<file path="src/rtl/lcd_pkg.sv">
package lcd_pkg;

  localparam int WIN_W   = 5;
  localparam int FILL_W  = 3;
  localparam int UP_PER  = 5;
  localparam int DN_PER  = 3;
  localparam logic [WIN_W-1:0] UP_CODE = 5'b00001;
  localparam logic [WIN_W-1:0] DN_CODE = 5'b00001;

  typedef enum logic [1:0] {
    MODE_OFF  = 2'b00,
    MODE_UP   = 2'b01,
    MODE_DN   = 2'b10,
    MODE_AUTO = 2'b11
  } lcd_mode_e;

  typedef enum logic [1:0] {
    ST_IDLE = 2'd0,
    ST_ARM  = 2'd1,
    ST_LOOP = 2'd2
  } lcd_state_e;

  // Low-order mask for a code of the given period.
  function automatic logic [WIN_W-1:0] per_mask(input int per);
    per_mask = WIN_W'((1 << per) - 1);
  endfunction

  // True when the low per bits of win equal some cyclic rotation of code.
  function automatic logic rot_match(input logic [WIN_W-1:0] win,
                                     input logic [WIN_W-1:0] code,
                                     input int per);
    logic [WIN_W-1:0] msk;
    logic [WIN_W-1:0] rot;
    logic             hit;
    msk = per_mask(per);
    hit = 1'b0;
    for (int r = 0; r < WIN_W; r++) begin
      if (r < per) begin
        rot = ((code << r) | (code >> (per - r))) & msk;
        if ((win & msk) == rot) hit = 1'b1;
      end
    end
    rot_match = hit;
  endfunction

  // Saturating increment used for the run counter.
  function automatic int unsigned sat_inc(input int unsigned v,
                                          input int unsigned lim);
    sat_inc = (v >= lim) ? lim : v + 1;
  endfunction

endpackage

</file>
<file path="src/rtl/lcd_history.sv">
module lcd_history
  import lcd_pkg::*;
(
  input  logic              clk,
  input  logic              rst_n,
  input  logic              bit_vld,
  input  logic              rx_bit,
  output logic [WIN_W-1:0]  win,
  output logic [FILL_W-1:0] fill
);

  localparam logic [FILL_W-1:0] FILL_MAX = FILL_W'(WIN_W - 1);

  logic [WIN_W-2:0]  hist_q;
  logic [FILL_W-1:0] fill_q;

  // Window including the current bit; win[0] is the newest.
  assign win  = {hist_q, rx_bit};
  assign fill = fill_q;

  always_ff @(posedge clk or negedge rst_n) begin
    if (!rst_n) begin
      hist_q <= '0;
      fill_q <= '0;
    end else if (bit_vld) begin
      hist_q <= win[WIN_W-2:0];
      if (fill_q != FILL_MAX) fill_q <= fill_q + 1'b1;
    end
  end

endmodule

</file>
<file path="src/rtl/lcd_code_timer.sv">
module lcd_code_timer
  import lcd_pkg::*;
#(
  parameter int                PER       = 5,
  parameter logic [WIN_W-1:0]  CODE      = 5'b00001,
  parameter int unsigned       HOLD_BITS = 20
) (
  input  logic              clk,
  input  logic              rst_n,
  input  logic              en,
  input  logic              bit_vld,
  input  logic [WIN_W-1:0]  win,
  input  logic [FILL_W-1:0] fill,
  output logic              present,
  output logic              hit
);

  localparam int unsigned SAT   = HOLD_BITS + 1;
  localparam int          CNT_W = $clog2(SAT + 1);

  logic [CNT_W-1:0] cnt_q;
  logic             avail;

  assign avail   = (fill >= FILL_W'(PER - 1));
  assign present = avail && rot_match(win, CODE, PER);
  assign hit     = en && bit_vld && present && (cnt_q == CNT_W'(HOLD_BITS));

  always_ff @(posedge clk or negedge rst_n) begin
    if (!rst_n) begin
      cnt_q <= '0;
    end else if (!en) begin
      cnt_q <= '0;
    end else if (bit_vld) begin
      if (present) cnt_q <= CNT_W'(sat_inc(int'(cnt_q), SAT));
      else         cnt_q <= '0;
    end
  end

endmodule

</file>
<file path="src/rtl/lcd_ctrl.sv">
module lcd_ctrl
  import lcd_pkg::*;
(
  input  logic       clk,
  input  logic       rst_n,
  input  logic [1:0] mode,
  input  logic       status_clr,
  input  logic       hit_up,
  input  logic       hit_dn,
  output logic       en_up,
  output logic       en_dn,
  output lcd_state_e state,
  output logic       status,
  output logic       rloop
);

  lcd_state_e st_q, st_d;
  logic       status_q, rloop_q, rloop_d;
  logic       is_auto, entry, any_hit;

  assign is_auto = (lcd_mode_e'(mode) == MODE_AUTO);
  assign entry   = is_auto && (st_q == ST_IDLE);
  assign any_hit = hit_up || hit_dn;

  assign en_up = (lcd_mode_e'(mode) == MODE_UP) || (is_auto && st_q != ST_LOOP);
  assign en_dn = (lcd_mode_e'(mode) == MODE_DN) || (is_auto && st_q == ST_LOOP);

  always_comb begin
    st_d    = st_q;
    rloop_d = rloop_q;
    if (!is_auto) begin
      st_d    = ST_IDLE;
      rloop_d = 1'b0;
    end else if (hit_up) begin
      st_d    = ST_LOOP;
      rloop_d = 1'b1;
    end else if (hit_dn) begin
      st_d    = ST_ARM;
      rloop_d = 1'b0;
    end else if (st_q == ST_IDLE) begin
      st_d    = ST_ARM;
    end
  end

  always_ff @(posedge clk or negedge rst_n) begin
    if (!rst_n) begin
      st_q     <= ST_IDLE;
      rloop_q  <= 1'b0;
      status_q <= 1'b0;
    end else begin
      st_q    <= st_d;
      rloop_q <= rloop_d;
      if (any_hit)                  status_q <= 1'b1;
      else if (status_clr || entry) status_q <= 1'b0;
    end
  end

  assign state  = st_q;
  assign status = status_q;
  assign rloop  = rloop_q;

endmodule

</file>
<file path="src/rtl/loop_code_detector.sv">
module loop_code_detector
  import lcd_pkg::*;
#(
  parameter int unsigned HOLD_BITS = 7_720_000
) (
  input  logic       clk,
  input  logic       rst_n,
  input  logic       bit_vld,
  input  logic       rx_bit,
  input  logic [1:0] mode,
  input  logic       irq_en,
  input  logic       status_clr,
  output logic       det_status,
  output logic       irq,
  output logic       rloop_en
);

  localparam int NCODE = 2;

  logic [WIN_W-1:0]  win;
  logic [FILL_W-1:0] fill;
  logic [NCODE-1:0]  code_en;
  logic [NCODE-1:0]  code_hit;
  logic [NCODE-1:0]  code_present;
  logic              hit_up, hit_dn;
  lcd_state_e        ctrl_state;

  lcd_history i_hist (
    .clk     (clk),
    .rst_n   (rst_n),
    .bit_vld (bit_vld),
    .rx_bit  (rx_bit),
    .win     (win),
    .fill    (fill)
  );

  for (genvar g = 0; g < NCODE; g++) begin : g_code
    localparam int               PER  = (g == 0) ? UP_PER  : DN_PER;
    localparam logic [WIN_W-1:0] CODE = (g == 0) ? UP_CODE : DN_CODE;
    lcd_code_timer #(
      .PER       (PER),
      .CODE      (CODE),
      .HOLD_BITS (HOLD_BITS)
    ) i_timer (
      .clk     (clk),
      .rst_n   (rst_n),
      .en      (code_en[g]),
      .bit_vld (bit_vld),
      .win     (win),
      .fill    (fill),
      .present (code_present[g]),
      .hit     (code_hit[g])
    );
  end

  assign hit_up = code_hit[0];
  assign hit_dn = code_hit[1];

  lcd_ctrl i_ctrl (
    .clk        (clk),
    .rst_n      (rst_n),
    .mode       (mode),
    .status_clr (status_clr),
    .hit_up     (hit_up),
    .hit_dn     (hit_dn),
    .en_up      (code_en[0]),
    .en_dn      (code_en[1]),
    .state      (ctrl_state),
    .status     (det_status),
    .rloop      (rloop_en)
  );

  assign irq = det_status & irq_en;

endmodule

</file>
<file path="config.mk">
export PLATFORM = sky130hd
export DESIGN_NAME = loop_code_detector
export DESIGN_NICKNAME = d
export VERILOG_FILES = /design/src/rtl/lcd_pkg.sv /design/src/rtl/lcd_history.sv /design/src/rtl/lcd_code_timer.sv /design/src/rtl/lcd_ctrl.sv /design/src/rtl/loop_code_detector.sv
export SDC_FILE = /design/constraint.sdc
export NUM_CORES = 1
export LEC_CHECK = 0
export ABC_AREA = 1
export CORE_ASPECT_RATIO = 1.1
export CORE_MARGIN = 3
export CORE_UTILIZATION = 45
export DETAILED_ROUTE_END_ITERATION = 6
export GPL_TIMING_DRIVEN = 1
export SETUP_SLACK_MARGIN = 0.2
export SLEW_MARGIN = 20
export SYNTH_ARGS = -nofsm -noshare
export SYNTH_HDL_FRONTEND = slang
export SYNTH_SLANG_ARGS = --single-unit
</file>
<file path="constraint.sdc">
create_clock -name clk -period 3.5 [get_ports clk]
set_input_delay 0.35 -clock clk [delete_from_list [all_inputs] [get_ports clk]]
set_output_delay 0.35 -clock clk [all_outputs]
set_load 0.01 [all_outputs]
</file>
Word level (Yosys, flattened, before mapping) --
Cells that the tools add are included.
Cells by class: add/sub/neg operators 3, $lt $le $gt $ge 4, eq/ne operators 20, muxes and demuxes 25, bitwise operators 1, reductions and logical operators 18
Operators by type and width (count):
- $mux W23 | 8
- $add A23 B1 Y23 const B | 2
- $eq A23 B23 Y1 const B | 2
- $ge A23 B23 Y1 const B | 2
- $mux W1 | 13
- $logic_and A1 B1 Y1 | 11
- $mux W2 | 4
- $eq A2 B2 Y1 const B | 3
- $ne A2 B2 Y1 const B | 3
- $eq A5 B1 Y1 const B | 1
- $eq A5 B2 Y1 const B | 1
- $eq A5 B3 Y1 const B | 1
- $eq A5 B4 Y1 const B | 1
- $eq A5 B5 Y1 const B | 1
- $logic_or A1 B1 Y1 | 4
- $ne A4 B2 Y1 const B | 1
- $add A3 B1 Y3 const B | 1
- $eq A3 B1 Y1 const B | 1
- $eq A3 B2 Y1 const B | 1
- $eq A3 B3 Y1 const B | 1
- $ge A3 B2 Y1 const B | 1
- $ge A3 B3 Y1 const B | 1
- $ne A3 B1 Y1 const B | 1
- $ne A3 B3 Y1 const B | 1
- other kinds (5) | 5
Word-level totals: register bits after elaboration 57, bits of input ports 8, output and inout port bits 3, word-level logic and storage cells 78

Longest topological paths before layout --
depth in word-level cells 11, depth in mapped cells 13, gate-level depth less buffers 12

By module --
Synthesis repeated with hierarchy kept, for this count alone.
Second synthesis, totals: cell total of the unflattened synthesis 717, area total of the unflattened synthesis 4578.1 um2
By module, submodules not included:
- lcd_code_timer (g_code[0].i_timer) | instances 1, cells an instance 331, area an instance 2052.0 um2, sequential area each 575.6 um2
- lcd_code_timer (g_code[1].i_timer) | instances 1, cells an instance 318, area an instance 1971.9 um2, sequential area each 575.6 um2
- lcd_history | instances 1, cells an instance 38, area an instance 340.3 um2, sequential area each 175.2 um2
- lcd_ctrl | instances 1, cells an instance 28, area an instance 206.4 um2, sequential area each 100.1 um2
- loop_code_detector | instances 1, cells an instance 2, area an instance 7.5 um2, sequential area each 0.0 um2

Least setup slack after synthesis --
Ideal clock, no wire load.
path type reg2reg, from register g_code[1].i_timer.cnt_q[0], to register g_code[1].i_timer.cnt_q[14], library setup time 116 ps, arrival 1410 ps, data required time 3384 ps, slack 1974 ps, cell stages (with the launch flop) 13, buffers on the path 0, period minus slack after synthesis 1526 ps, cells stage by stage dfrtp_1 -> ha_1 -> nand2_1 -> nor2_4 -> nand2_4 -> nor2_8 -> nand2_2 -> nand2_1 -> nand2_1 -> inv_1 -> nand3_1 -> nand2_1 -> nand2_1
Between the ends: word-level cells in the longest chain between the ends 5, elaborated cells between the ends (all ways) 6, classes of those cells 1 x add/sub; 1 x order compare; 4 x mux
Ends and longest elaborated chain:
- start, declared | line lcd_code_timer.sv:21 | logic [CNT_W-1:0] cnt_q;
- start signal, assigned | line lcd_code_timer.sv:34 | if (present) cnt_q <= CNT_W'(sat_inc(int'(cnt_q), SAT));
- $add A23 B1 Y23 or $ge A23 B23 Y1 (tied branches) | line lcd_pkg.sv:49 | sat_inc = (v >= lim) ? lim : v + 1;
- $mux W23 * | line lcd_pkg.sv:49
- $mux W23 * | line lcd_code_timer.sv:34
- $mux W23 * | line lcd_code_timer.sv:33 | end else if (bit_vld) begin
- $mux W23 * | line lcd_code_timer.sv:31 | end else if (!en) begin
Mark *: on every way between the ends. The rest lies on a longest branch, timed or not. The select of a mux whose other input is x is not followed. A chain may end at the register's enable or synchronous reset.

Worst setup path after layout --
from input port bit_vld, to register i_ctrl.st_q[1], in the netlist i_ctrl.state[1]
Between the ends: word-level cells in the longest chain between the ends 6, elaborated cells between the ends (all ways) 10, classes of those cells 1 x eq/ne; 3 x mux; 6 x reduce/logical
Ends and longest elaborated chain:
- start, declared | line loop_code_detector.sv:8 | input logic bit_vld,
- $logic_and A1 B1 Y1 (3 in a row) | line lcd_code_timer.sv:26 | assign hit = en && bit_vld && present && (cnt_q == CNT_W'(HOLD_BITS));
- $mux W2 | line lcd_ctrl.sv:37 | end else if (hit_dn) begin
- $mux W2 | line lcd_ctrl.sv:34 | end else if (hit_up) begin
- $mux W2 | line lcd_ctrl.sv:31 | if (!is_auto) begin
- end signal, assigned | line lcd_ctrl.sv:51 | st_q <= st_d;
- end, declared | line lcd_ctrl.sv:17 | lcd_state_e st_q, st_d;
Several ways; a longest one is shown, not always the timed one.

==> results.ini <==
[critical_path]
arrival_ns = 2.23
end_kind = flip-flop
startpoint = bit_vld
critPathMaxStageDelay_ns = 0.57
path_max_fanout = 23
crit_chain = clkdlybuf4s50_1 -> inv_2 -> a21oi_1 -> nand2_1 -> nor2_4 -> nand4_1 -> nand2_1 -> a21oi_1
critical_path_class = input pin to flip-flop
start_kind = input pin
cp.required_ns = 3.72
path_buf_inv = 2
cpLargestDelayFamily = simple AND/OR/NAND/NOR gates
cpMaxStageDelayCell = clkdlybuf4s50_1
r2r-start = g_code[0].i_timer.cnt_q[0]$_DFFE_PN0P_

[route]
drt_iter0_drc = 203
wl_met2_um = 4720
wl_um = 9820
vias_per_cell = 5.07
route.met3.wl_um = 369
avgRoutedWirePerCell_um = 12.8
wl_met1_um = 4470
postRouteAntennaNets = 0
dr.pass1.iters = 5
top_layer = met4
route.detailed.drc = 0
num_vias = 3893

[die]
die_area_mm2 = 0.0105
initial_core_util_pct = 46.9
die-width_um = 98.1
die_y_um = 107
io_pins = 11
core_mm2 = 0.00896
rows = 36

[sta]
tightest_slew_ns = 0.711
clock.fmax_mhz = 498
hold_violations = 0
fin_skew_ns = 0.0142
slew_headroom_pct = 52.5
fin_crit_sh_pct = 57.4
layout_min_cycle_time_ns = 2.01
rsz0062_at_grt = false
finalMaxSlewViolations = 0
setup_viol = 0
setup_tns_ns = 0

[logic_synthesis]
syn_nets = 658
syn_area_per_cell_um2 = 6.54
synth_mux_area_share_pct = 0
synth-compound-area-share_pct = 4.97
synthAdderAreaFrac_pct = 2.38
yosys_warnings = 0
syn_inst = 642
yosysUniqueCellTypes = 32
yosys.area_share.simple_pct = 44.9
synth_top_family_by_area = simple AND/OR/NAND/NOR gates
synth-xor-area-share_pct = 5.21
synth_area_mm2 = 0.00420
synth_seq_cells = 57
synth-seq-area-share_pct = 33.9

[place]
place.gp.congestion = 0.880
placed_area_mm2 = 0.00435
dpl.hpwl_um = 7260
numPortBuffers = 10
dp.cells = 752

[cells_and_area]
layout.nets = 665
layout_common_cells = nand2_1 (259), inv_1 (68), nor2_1 (64)
area_growth_pct = 7.95
fill_cells = 924
drive_gt1_share_pct = 7.65
fin_cells = 768
final_common_cell = nand2_1
final_area_mm2 = 0.00454
n_antenna_cell = 0
multiInputGateArea_mm2 = 0.00242
regArea_mm2 = 0.00143

[clock_tree]
cts-root-buf = clkbuf_8
postCtsSetupBuffers = 0
h-tree-depth = 3
clkLatencyLatePin_ns = 0.35
cts_made_buffers = 9
clockBufferDepth = 2
cts_tree = yes
cts-resized-gates = 0
clk_pin_slew_ns = 0.08
ctsHoldBuffers = 0
cts_sinks = 57

[global_routing]
antenna_found_initial = 0
grt.overflow.total = 0
grt_max_degree = 31
grt_pass1_vias = 3676
grt_pass1_wl_um = 17000
grt.total_usage_pct = 19.8

[power]
vdd_drop_max_uv = 226
power_density_mw_per_mm2 = 317
clkPwrFrac_pct = 40.1
seq_power_share_pct = 49.5
p_sw_share_pct = 29.5
p_switching_w = 0.000424
pwr-share-comb_pct = 10.4
p_leak_nw = 2.24
power.internal_w = 0.00101

[run_status]
status = completed

[hold_path]
worstHoldPathType = input pin to async pin

[job]
cap_violations = 0

==> flip-flops by register name (all words and copies together), names as in the netlist <==
signal                cells
i_hist.fill               3
i_ctrl.state              2
i_hist.hist_q             4
i_ctrl.rloop              1
g_code.i_timer.cnt_q     46
i_ctrl.status             1
==> cell usage after synthesis <==
cell | count | area (um2)
a21oi_1 | 9 | 45.0
nand3_4 | 1 | 17.5
nand2_4 | 1 | 11.3
xor2_1 | 15 | 131
buf_6 | 2 | 22.5
xnor2_1 | 10 | 87.6
nand2_2 | 8 | 50.1
nand3_2 | 2 | 20.0
a21oi_4 | 1 | 16.3
nor2_8 | 1 | 20.0
o21ai_0 | 14 | 70.1
ha_1 | 8 | 100
dfrtp_1 | 57 | 1430
nand2_1 | 259 | 972
nand3_1 | 54 | 270
nor2_4 | 7 | 78.8
nor3_2 | 2 | 20.0
inv_1 | 68 | 255
inv_2 | 3 | 11.3
nor2_1 | 64 | 240
buf_4 | 4 | 30.0
nor3b_2 | 1 | 12.5
a21o_1 | 1 | 7.51
nor2_2 | 6 | 37.5
nor3_1 | 4 | 20.0
o211ai_1 | 1 | 7.51
nand4_1 | 14 | 87.6
o21ai_1 | 11 | 55.1
o31ai_1 | 1 | 7.51
nand3b_1 | 4 | 30.0
buf_2 | 5 | 25.0
clkbuf_1 | 4 | 15.0
==> layout make-up <==
class | instances | area share [%]
multi-input cells | 499 | 53.3
flip-flops and latches | 57 | 31.4
inverters | 71 | 5.88
well taps | 114 | 3.14
clock buffers | 11 | 3.12
repair buffers | 11 | 2.26
clock inverters | 5 | 0.883
==> power groups by stage <==
stage	logic [W]	clock network [W]	registers (W)
2_1_floorplan	0.000104	0	0.000718
6_report	0.000150	0.000576	0.000711
4_1_cts	0.000153	0.000594	0.000711
5_1_grt	0.000174	0.000620	0.000715
3_5_place_dp	0.000151	0	0.000724
3_3_place_gp	0.000148	0	0.000722
==> layer usage <==
metal,up-vias,track usage [%]
met5,-,0
met4,0,8.29
met3,19,3.56
met2,70,33.4
met1,1793,24.9
li1,2011,-
==> final timing paths <==
kind / to / slack [ns] / depth (start not counted)
min reg2reg: i_hist.fill[0]$_DFFE_PN0P_ / 0.51 / 1
max in group asynchronous: g_code[1].i_timer.cnt_q[8]$_DFFE_PN0P_ / 2.61 / 2
max: i_ctrl.state[1]$_DFFE_PN0P_ / 1.49 / 8
min: g_code[0].i_timer.cnt_q[2]$_DFFE_PN0P_ / 0.03 / 1
max reg2reg: g_code[0].i_timer.cnt_q[20]$_DFFE_PN0P_ / 1.59 / 10
min in group clk: i_hist.fill[0]$_DFFE_PN0P_ / 0.51 / 1
==> through the flow <==
step,worst slack [ns],total power (W),hold slack (ns),utilization (%)
after floorplan,1.97,0.000822,0.0544,-
after global placement,1.23,0.000871,0.419,48.6
after detailed placement,1.12,0.000875,0.426,48.6
after CTS,1.50,0.00146,0.0510,50.6
after global routing,1.26,0.00151,0.0705,50.6
final,1.49,0.00144,0.0282,50.6
==> logic make-up (layout without fill, tap and decap cells) <==
kind of cell / Yosys count / in the layout
and+or+nand+nor: 428 / 428
buffers and inverters: 86 / 98
DFF: 57 / 57
AOI/OAI and AO/OA: 38 / 38
xor gates and xnor gates: 25 / 25
adders and majority gates: 8 / 8
No activity file was read; power rests on OpenSTA's default activity.
